**src/rtl/termcal_pkg.sv**
```systemverilog
package termcal_pkg;

    localparam int NUM_PHASES = 2;

    typedef enum logic [2:0] {
        STEER_OFF = 3'b000,
        STEER_RX  = 3'b001,
        STEER_TX  = 3'b010
    } steer_e;

    typedef enum logic [0:0] {
        PH_RX = 1'b0,
        PH_TX = 1'b1
    } phase_e;

    typedef enum logic [2:0] {
        S_IDLE,
        S_CLEAR,
        S_SETTLE,
        S_EVAL,
        S_STORE,
        S_DONE
    } state_e;

    typedef struct packed {
        logic   busy;
        logic   done;
        logic   clr_regs;
        logic   wr_code;
        logic   wr_miss;
        logic   flush;
        logic   code_zero;
        logic   code_inc;
        logic   settle_run;
        phase_e phase;
    } seq_ctrl_t;

    function automatic steer_e steer_for(input logic active, input phase_e ph);
        if (!active)          return STEER_OFF;
        else if (ph == PH_RX) return STEER_RX;
        else                  return STEER_TX;
    endfunction

    function automatic logic [NUM_PHASES-1:0] tap_for(input logic active, input phase_e ph);
        logic [NUM_PHASES-1:0] t;
        t = '0;
        if (active) t[ph] = 1'b1;
        return t;
    endfunction

endpackage

```
**src/rtl/termcal_sync.sv**
```systemverilog
module termcal_sync #(
    parameter int STAGES = 2
) (
    input  logic clk,
    input  logic rst,
    input  logic flush,
    input  logic din,
    output logic qual
);
    logic [STAGES-1:0] chain_q;
    logic              confirm_q;

    always_ff @(posedge clk) begin
        if (rst || flush) begin
            chain_q   <= '0;
            confirm_q <= 1'b0;
        end else begin
            chain_q[0] <= din;
            for (int i = 1; i < STAGES; i++) begin
                chain_q[i] <= chain_q[i-1];
            end
            confirm_q <= chain_q[STAGES-1];
        end
    end

    assign qual = chain_q[STAGES-1] & confirm_q;

    // A qualified trip needs two consecutive high raw samples
    assert_two_reads_R5: assert property (@(posedge clk) disable iff (rst)
        qual |-> ($past(din, STAGES) && $past(din, STAGES + 1)));

endmodule

```
**src/rtl/termcal_ramp.sv**
```systemverilog
module termcal_ramp #(
    parameter int CODE_W   = 6,
    parameter int SETTLE_W = 4
) (
    input  logic                clk,
    input  logic                rst,
    input  logic                code_zero,
    input  logic                code_inc,
    input  logic                settle_run,
    input  logic [SETTLE_W-1:0] settle_len,
    output logic [CODE_W-1:0]   code,
    output logic                code_full,
    output logic                settle_done
);
    localparam logic [CODE_W-1:0] CODE_MAX = '1;

    logic [CODE_W-1:0]   code_q;
    logic [SETTLE_W-1:0] wait_q;
    logic [SETTLE_W-1:0] wait_last;

    assign wait_last = (settle_len == '0) ? '0 : settle_len - SETTLE_W'(1);

    always_ff @(posedge clk) begin
        if (rst || !settle_run) wait_q <= '0;
        else                    wait_q <= wait_q + SETTLE_W'(1);
    end

    always_ff @(posedge clk) begin
        if (rst || code_zero) code_q <= '0;
        else if (code_inc)    code_q <= code_q + CODE_W'(1);
    end

    assign code        = code_q;
    assign code_full   = (code_q == CODE_MAX);
    assign settle_done = settle_run && (wait_q >= wait_last);

    // Code only climbs by one or returns to zero
    assert_code_step_R3: assert property (@(posedge clk) disable iff (rst)
        (code_q != $past(code_q)) |-> ((code_q == $past(code_q) + CODE_W'(1)) || (code_q == '0)));

endmodule

```
**src/rtl/termcal_seq.sv**
```systemverilog
module termcal_seq
    import termcal_pkg::*;
(
    input  logic      clk,
    input  logic      rst,
    input  logic      start,
    input  logic      settle_done,
    input  logic      trip,
    input  logic      code_full,
    output seq_ctrl_t ctrl
);
    state_e state_q, state_d;
    phase_e phase_q, phase_d;
    logic   miss_q;

    always_comb begin
        state_d = state_q;
        phase_d = phase_q;
        case (state_q)
            S_IDLE:   if (start) begin
                          state_d = S_CLEAR;
                          phase_d = PH_RX;
                      end
            S_CLEAR:  state_d = S_SETTLE;
            S_SETTLE: if (settle_done) state_d = S_EVAL;
            S_EVAL:   if (trip || code_full) state_d = S_STORE;
                      else                   state_d = S_SETTLE;
            S_STORE:  if (phase_q == PH_RX) begin
                          state_d = S_SETTLE;
                          phase_d = PH_TX;
                      end else begin
                          state_d = S_DONE;
                      end
            S_DONE:   state_d = S_IDLE;
            default:  state_d = S_IDLE;
        endcase
    end

    always_ff @(posedge clk) begin
        if (rst) begin
            state_q <= S_IDLE;
            phase_q <= PH_RX;
            miss_q  <= 1'b0;
        end else begin
            state_q <= state_d;
            phase_q <= phase_d;
            if (state_q == S_EVAL) miss_q <= code_full & ~trip;
        end
    end

    always_comb begin
        ctrl.busy       = (state_q != S_IDLE) && (state_q != S_DONE);
        ctrl.done       = (state_q == S_DONE);
        ctrl.clr_regs   = (state_q == S_CLEAR);
        ctrl.wr_code    = (state_q == S_STORE);
        ctrl.wr_miss    = (state_q == S_STORE) && miss_q;
        ctrl.flush      = (state_q == S_CLEAR) || (state_q == S_STORE);
        ctrl.code_zero  = (state_q != S_SETTLE) && (state_q != S_EVAL);
        ctrl.code_inc   = (state_q == S_EVAL) && !trip && !code_full;
        ctrl.settle_run = (state_q == S_SETTLE);
        ctrl.phase      = phase_q;
    end

    // Completion only directly after a code write
    assert_done_after_store_R8: assert property (@(posedge clk) disable iff (rst)
        ctrl.done |-> $past(ctrl.wr_code));

    // A write is only ever caused by a trip or a full sweep
    assert_wr_cause_R4: assert property (@(posedge clk) disable iff (rst)
        ctrl.wr_code |-> $past(trip || code_full));

endmodule

```
**src/rtl/termcal_hold.sv**
```systemverilog
module termcal_hold
    import termcal_pkg::*;
#(
    parameter int CODE_W = 6
) (
    input  logic                                 clk,
    input  logic                                 rst,
    input  logic                                 clr,
    input  logic                                 wr,
    input  logic                                 wr_miss,
    input  phase_e                               phase,
    input  logic [CODE_W-1:0]                    code,
    output logic [NUM_PHASES-1:0][CODE_W-1:0]    slots,
    output logic                                 range_err
);
    logic err_q;

    for (genvar p = 0; p < NUM_PHASES; p++) begin : g_slot
        logic [CODE_W-1:0] val_q;

        always_ff @(posedge clk) begin
            if (rst || clr)                         val_q <= '0;
            else if (wr && (int'(phase) == p))      val_q <= code;
        end

        assign slots[p] = val_q;

        assert_store_value_R4: assert property (@(posedge clk) disable iff (rst)
            (wr && (int'(phase) == p)) |=> (val_q == $past(code)));
    end

    always_ff @(posedge clk) begin
        if (rst || clr)          err_q <= 1'b0;
        else if (wr && wr_miss)  err_q <= 1'b1;
    end

    assign range_err = err_q;

    assert_err_sticky_R7: assert property (@(posedge clk) disable iff (rst)
        (err_q && !clr) |=> err_q);

endmodule

```
**src/rtl/termcal_ctrl.sv**
```systemverilog
module termcal_ctrl
    import termcal_pkg::*;
#(
    parameter int CODE_W      = 6,
    parameter int SETTLE_W    = 4,
    parameter int SYNC_STAGES = 2
) (
    input  logic                clk,
    input  logic                rst,
    input  logic                start,
    input  logic                cmp_in,
    input  logic [SETTLE_W-1:0] settle_len,
    output logic                busy,
    output logic                done,
    output logic                range_error,
    output logic [2:0]          steer_sel,
    output logic [1:0]          cmp_tap_sel,
    output logic [CODE_W-1:0]   cal_code,
    output logic                code_clr,
    output logic                code_wr,
    output logic [CODE_W-1:0]   rx_term_code,
    output logic [CODE_W-1:0]   tx_pd_code,
    output logic [CODE_W-1:0]   tx_pu_code
);
    seq_ctrl_t                          ctrl;
    logic                               trip;
    logic                               code_full;
    logic                               settle_done;
    logic [NUM_PHASES-1:0][CODE_W-1:0]  slots;

    termcal_sync #(.STAGES(SYNC_STAGES)) u_sync (
        .clk   (clk),
        .rst   (rst),
        .flush (ctrl.flush),
        .din   (cmp_in),
        .qual  (trip)
    );

    termcal_ramp #(.CODE_W(CODE_W), .SETTLE_W(SETTLE_W)) u_ramp (
        .clk         (clk),
        .rst         (rst),
        .code_zero   (ctrl.code_zero),
        .code_inc    (ctrl.code_inc),
        .settle_run  (ctrl.settle_run),
        .settle_len  (settle_len),
        .code        (cal_code),
        .code_full   (code_full),
        .settle_done (settle_done)
    );

    termcal_seq u_seq (
        .clk         (clk),
        .rst         (rst),
        .start       (start),
        .settle_done (settle_done),
        .trip        (trip),
        .code_full   (code_full),
        .ctrl        (ctrl)
    );

    termcal_hold #(.CODE_W(CODE_W)) u_hold (
        .clk       (clk),
        .rst       (rst),
        .clr       (ctrl.clr_regs),
        .wr        (ctrl.wr_code),
        .wr_miss   (ctrl.wr_miss),
        .phase     (ctrl.phase),
        .code      (cal_code),
        .slots     (slots),
        .range_err (range_error)
    );

    assign busy         = ctrl.busy;
    assign done         = ctrl.done;
    assign code_clr     = ctrl.clr_regs;
    assign code_wr      = ctrl.wr_code;
    assign steer_sel    = steer_for(ctrl.busy, ctrl.phase);
    assign cmp_tap_sel  = tap_for(ctrl.busy, ctrl.phase);
    assign rx_term_code = slots[PH_RX];
    assign tx_pd_code   = slots[PH_TX];
    assign tx_pu_code   = slots[PH_TX];

    // Sequencer idle implies the ramp sits at zero
    assert_idle_code_R3: assert property (@(posedge clk) disable iff (rst)
        !busy |-> (cal_code == '0));

    // Single-cycle strobes
    assert_done_pulse_R8: assert property (@(posedge clk) disable iff (rst)
        done |=> !done);

    assert_wr_pulse_R8: assert property (@(posedge clk) disable iff (rst)
        code_wr |=> !code_wr);

endmodule

```
**config.mk**
```make
export PLATFORM = sky130hd
export DESIGN_NAME = termcal_ctrl
export DESIGN_NICKNAME = d
export VERILOG_FILES = /design/src/rtl/termcal_pkg.sv /design/src/rtl/termcal_sync.sv /design/src/rtl/termcal_ramp.sv /design/src/rtl/termcal_seq.sv /design/src/rtl/termcal_hold.sv /design/src/rtl/termcal_ctrl.sv
export SDC_FILE = /design/constraint.sdc
export NUM_CORES = 1
export LEC_CHECK = 0
export BUFFER_PORTS_ARGS = -buffer_cell sky130_fd_sc_hd__buf_2
export CAP_MARGIN = 10
export CORE_MARGIN = 10
export CORE_UTILIZATION = 45
export CTS_BUF_LIST = sky130_fd_sc_hd__clkbuf_16
export DETAILED_ROUTE_END_ITERATION = 8
export PLACE_DENSITY = 0.74
export SYNTH_ARGS = -nofsm -noshare
export SYNTH_HDL_FRONTEND = slang
export SYNTH_SLANG_ARGS = --single-unit
export TNS_END_PERCENT = 20
```
**constraint.sdc**
```tcl
create_clock -name clk -period 2 [get_ports clk]
set_input_delay 0.4 -clock clk [delete_from_list [all_inputs] [get_ports clk]]
set_output_delay 0.4 -clock clk [all_outputs]
set_load 0.05 [all_outputs]
```
==> metrics list <==
- The flow ran to the end, and the final reports show no timing, DRC or antenna violations.
* Detailed router's first-iteration violation count: slightly above 70
- Yosys attributes the largest share of cell area to dfxtp_1 (40%), a21oi_1 (6.5%), nor2_1 (6.0%).
- Post-route clock period utilization: 0.936
* IR drop worst, VDD: roughly 0.52 mV
- Routability congestion estimate: 0.846
* Residual DRC count: 0
* XOR/XNOR Fraction of Synth Area: 0.0226
- Of the total synthesized cell area, the portion taken by AND, OR, NAND and NOR gates is 0.253.
- Clk_skew: 0.00391 ns
* Number of placed instances, taps included: 262
- A synthesized cell averages 8.25 sq um.
* Number of cells on the worst reg-to-reg path: 5
* Maximum number of pins on one net before global-route repair: 14
- In this run the worst hold path is classified as in -> reg.
- The initial antenna violation count was 0.
- Measured on the finished design, the core utilization comes to 0.556.
- Arrival time of data at the critical path endpoint: 1.47 ns
- GR Util All Layers: 0.116
- The worst setup path is of the reg -> out kind.
- The region available for standard cell placement spans 3340 sq um.
- Longest individual stage delay on the worst path: between 0.4 and 0.5 ns
- Max-cap violations in this run came to 0.
* Clk pwr share: 0.474
* Count of hold buffers inserted by post-cts repair: 0
- In the final layout, the multi-input gates occupy 779 sq um.
- CTS saw 31 sinks.
- Total power density per cell area: 788 nW/um^2
- The most critical setup path has its startpoint at u_seq.state_q[1]$_SDFFE_PP0P_.
- Proportion of netlist area held by the largest area contributor: 0.400
* Worst path bufs/invs: 2
- For this design the static power due to leakage is 0.830 nW.
- The critical path goes through or3b_1 > inv_2 > buf_2.
- STA puts the critical path data required time at 1.60 ns.
- Critical hold path startpoint: cmp_in
* Root Buffer Master: clkbuf_16
- In this run, post-CTS repair resized a total of 0 instances.
- Counting every net in the synthesized netlist gives 202.
* Unrepaired setup endpoints after global routing: false
- In this run the core area contains 21 standard-cell rows.
* Final global-route overflow total: 0
* Gate Count Post-Synth: 188
* Global-route wire length before repair: 5950 um
- In the final layout, flip-flops and latches occupy between 600 and 700 sq um.
* Adder-cell share of the synthesized area: 0.0484
* Initial core utilization: 0.465
- The worst setup path is launched from a register.
* Die area: a little over 6000 sq um
- Dominant cell type by area after synthesis: dfxtp_1
* Cell area after synthesis: 1550 sq um
- Timing would allow up to about 530 MHz.
* Routed WL: 3390 um
- The count of nets left with antenna violations once routing finished came out at 0.
- In the synthesized netlist the async set-or-reset flop fraction comes to 0.
* Reg-to-reg setup timing slack: 0.48 ns
- For this run, the register share of the synthesized area comes to 0.400.
- In this run the critical register-to-register path is launched from u_ramp.code[0]$_SDFFE_PP0P_.
- Drt wl/cell: between 10 and 15 um
- Number of port buffers: 40
- The die is 78.7 um tall.
* Switching power: 0.000352 W
* Commonest cells post-synth: dfxtp_1 (31), nor2_1 (25), nand2_1 (24), a21oi_1 (20), o21ai_0 (12)
- TritonCTS clock tree: yes
- Final critical-path required period: 1.87 ns
* Number of primary I/O pins: 42
- Dominant combinational cell family by area after synthesis: simple AND/OR/NAND/NOR gates
- The H-tree was split into 2 levels.
* Comb power frac: 0.090
- The HPWL after detailed placement is 2550 um.
- The max-slew violation total from the final report was 0.
- # diodes: 0
- Final Hold Viols: 0
- Number of global-route vias before repair: 1330
- Chip Width: 78.7 um
- Net count, final: between 200 and 250
- The first TritonRoute pass finished after 4 iterations.
* Number of vias per cell after detailed routing: 5.04
- Of the total power, registers draw 0.436.
* Number of setup buffers added after CTS: 0
- Excluding fillers, the count of instances in the completed layout stands at 269.
* Number of stages on the worst hold path: 2
- Grouping stages by cell kind, the critical path spends the most delay in simple AND/OR/NAND/NOR gates.
- Fill cell count: 304
- Synth unique cells: 41
- The internal portion of the total power is 0.00111 W.
- Signed area change from the synthesized netlist to the final layout: 19.7%
- The largest individual stage delay along the critical path comes from the cell or3b_1.
- Clock Path Buffers: 2
- Multiplexer fraction of the synthesized cell area: 0.0194
- The most used flip-flop cell after synthesis is dfxtp_1.
- Setup violations remaining at the end of the flow were counted as 0.
- At the later pin of the worst-skew pair, clock insertion delay measures 0.27 ns.
- FF+latch count, synth: 31
- Fraction of final layout cells sized beyond drive strength 1: 0.278
- Along the worst path, the maximum fanout reaches 10.
- The detailed router placed 1356 vias in this run.
- Top-count cell post-synth: dfxtp_1
- After clock tree synthesis, the clock-pin slew on the worst setup and hold paths is 0.05 ns.
* Switch share: 0.241
- Number of synthesized flops with an enable pin: 0
* Number of clock buffers inserted by TritonCTS: 5
- In this run the critical register-to-register path is captured at u_ramp.code[3]$_SDFFE_PP0P_.
* Fraction of the mapped netlist area in compound gates: 0.153
- The worst setup path is captured at an output port.
- The Yosys step of the flow raised 0 warnings.
* Worst hold endpoint: u_sync.chain_q[0]$_SDFF_PP0_
[how the worst max path moves through the flow]
stage                                                to  slack (ns)  cells past startpoint
after CTS                                       code_wr        0.06                      3
after global placement    u_seq.state_q[0]$_SDFFE_PP0P_        0.28                      7
final                                           code_wr        0.13                      3
after floorplan                            steer_sel[0]       -0.09                      5
after detailed placement  u_seq.state_q[0]$_SDFFE_PP0P_        0.22                      7
after global routing                       steer_sel[1]       0.007                      4
[cell usage in the layout (no fill, tap or decap), types with 2 or more instances in the layout]
| cell type | n |
|---|---|
| nand3_1 | 4 |
| mux2i_1 | 3 |
| a21oi_1 | 20 |
| xnor2_1 | 2 |
| o31ai_1 | 2 |
| or2_2 | 3 |
| buf_4 | 5 |
| nor2b_1 | 2 |
| dfxtp_1 | 30 |
| xor2_1 | 2 |
| o21ai_0 | 12 |
| buf_2 | 40 |
| nand2b_1 | 3 |
| clkbuf_16 | 5 |
| and2_1 | 3 |
| ha_1 | 6 |
| nand2_1 | 24 |
| nor2_8 | 2 |
| inv_1 | 6 |
| nor2_1 | 25 |
[through the flow]
| step | area (sq um) | TNS (ns) | hold slack [ns] | power (W) | worst slack (ns) |
|---|---|---|---|---|---|
| after global placement | 1720 | 0 | 0.410 | 0.000781 | 0.283 |
| after CTS | 1860 | 0 | 0.320 | 0.00148 | 0.0604 |
| after detailed placement | 1720 | 0 | 0.417 | 0.000783 | 0.224 |
| after global routing | 1860 | 0 | 0.343 | 0.00152 | 0.00700 |
| final | 1860 | 0 | 0.325 | 0.00146 | 0.129 |
| after floorplan | 1560 | -0.185 | 0.406 | 0.000760 | -0.0927 |
[layer usage]
metal  GRT usage  vias up  wire length [um]
met5           0        -                 0
met4      0.0609        0                69
met3      0.0507        7               307
met2       0.189       38              1590
met1       0.126      617              1430
li1            -      694                 -
[layout make-up]
class | instances | area share
multi-input combinational | 133 | 0.420
sequential | 31 | 0.335
timing repair buffer | 45 | 0.128
clock buffer | 5 | 0.0674
tap | 46 | 0.0310
inverter | 7 | 0.0142
clock inverter | 2 | 0.00472
[power groups by stage]
stage	logic (W)	clock network, W	registers, W
6_report	0.000132	0.000694	0.000637
5_1_grt	0.000147	0.000735	0.000638
4_1_cts	0.000133	0.000710	0.000637
3_5_place_dp	0.000133	0	0.000650
3_3_place_gp	0.000132	0	0.000650
2_1_floorplan	0.000119	0	0.000641
[registers in the layout (all words and copies together) (netlist names)]
signal	count
u_ramp.wait_q	4
u_seq.state_q	3
u_seq.phase_q	1
u_hold.range_err	1
u_sync.chain_q	2
u_hold.g_slot.val_q	12
u_seq.miss_q	1
u_sync.confirm_q	1
u_ramp.code	6
[kinds of logic (layout without fill, tap and decap cells)]
logic type,Yosys count,in the layout
and+or+nand+nor,77,77
AOI/OAI and AO/OA,42,42
DFF,31,31
buffers and inverters,24,59
adders and majority gates,6,6
xor gates and xnor gates,4,4
muxes,3,3
other,1,1
No activity file was read; power rests on OpenSTA's default activity.
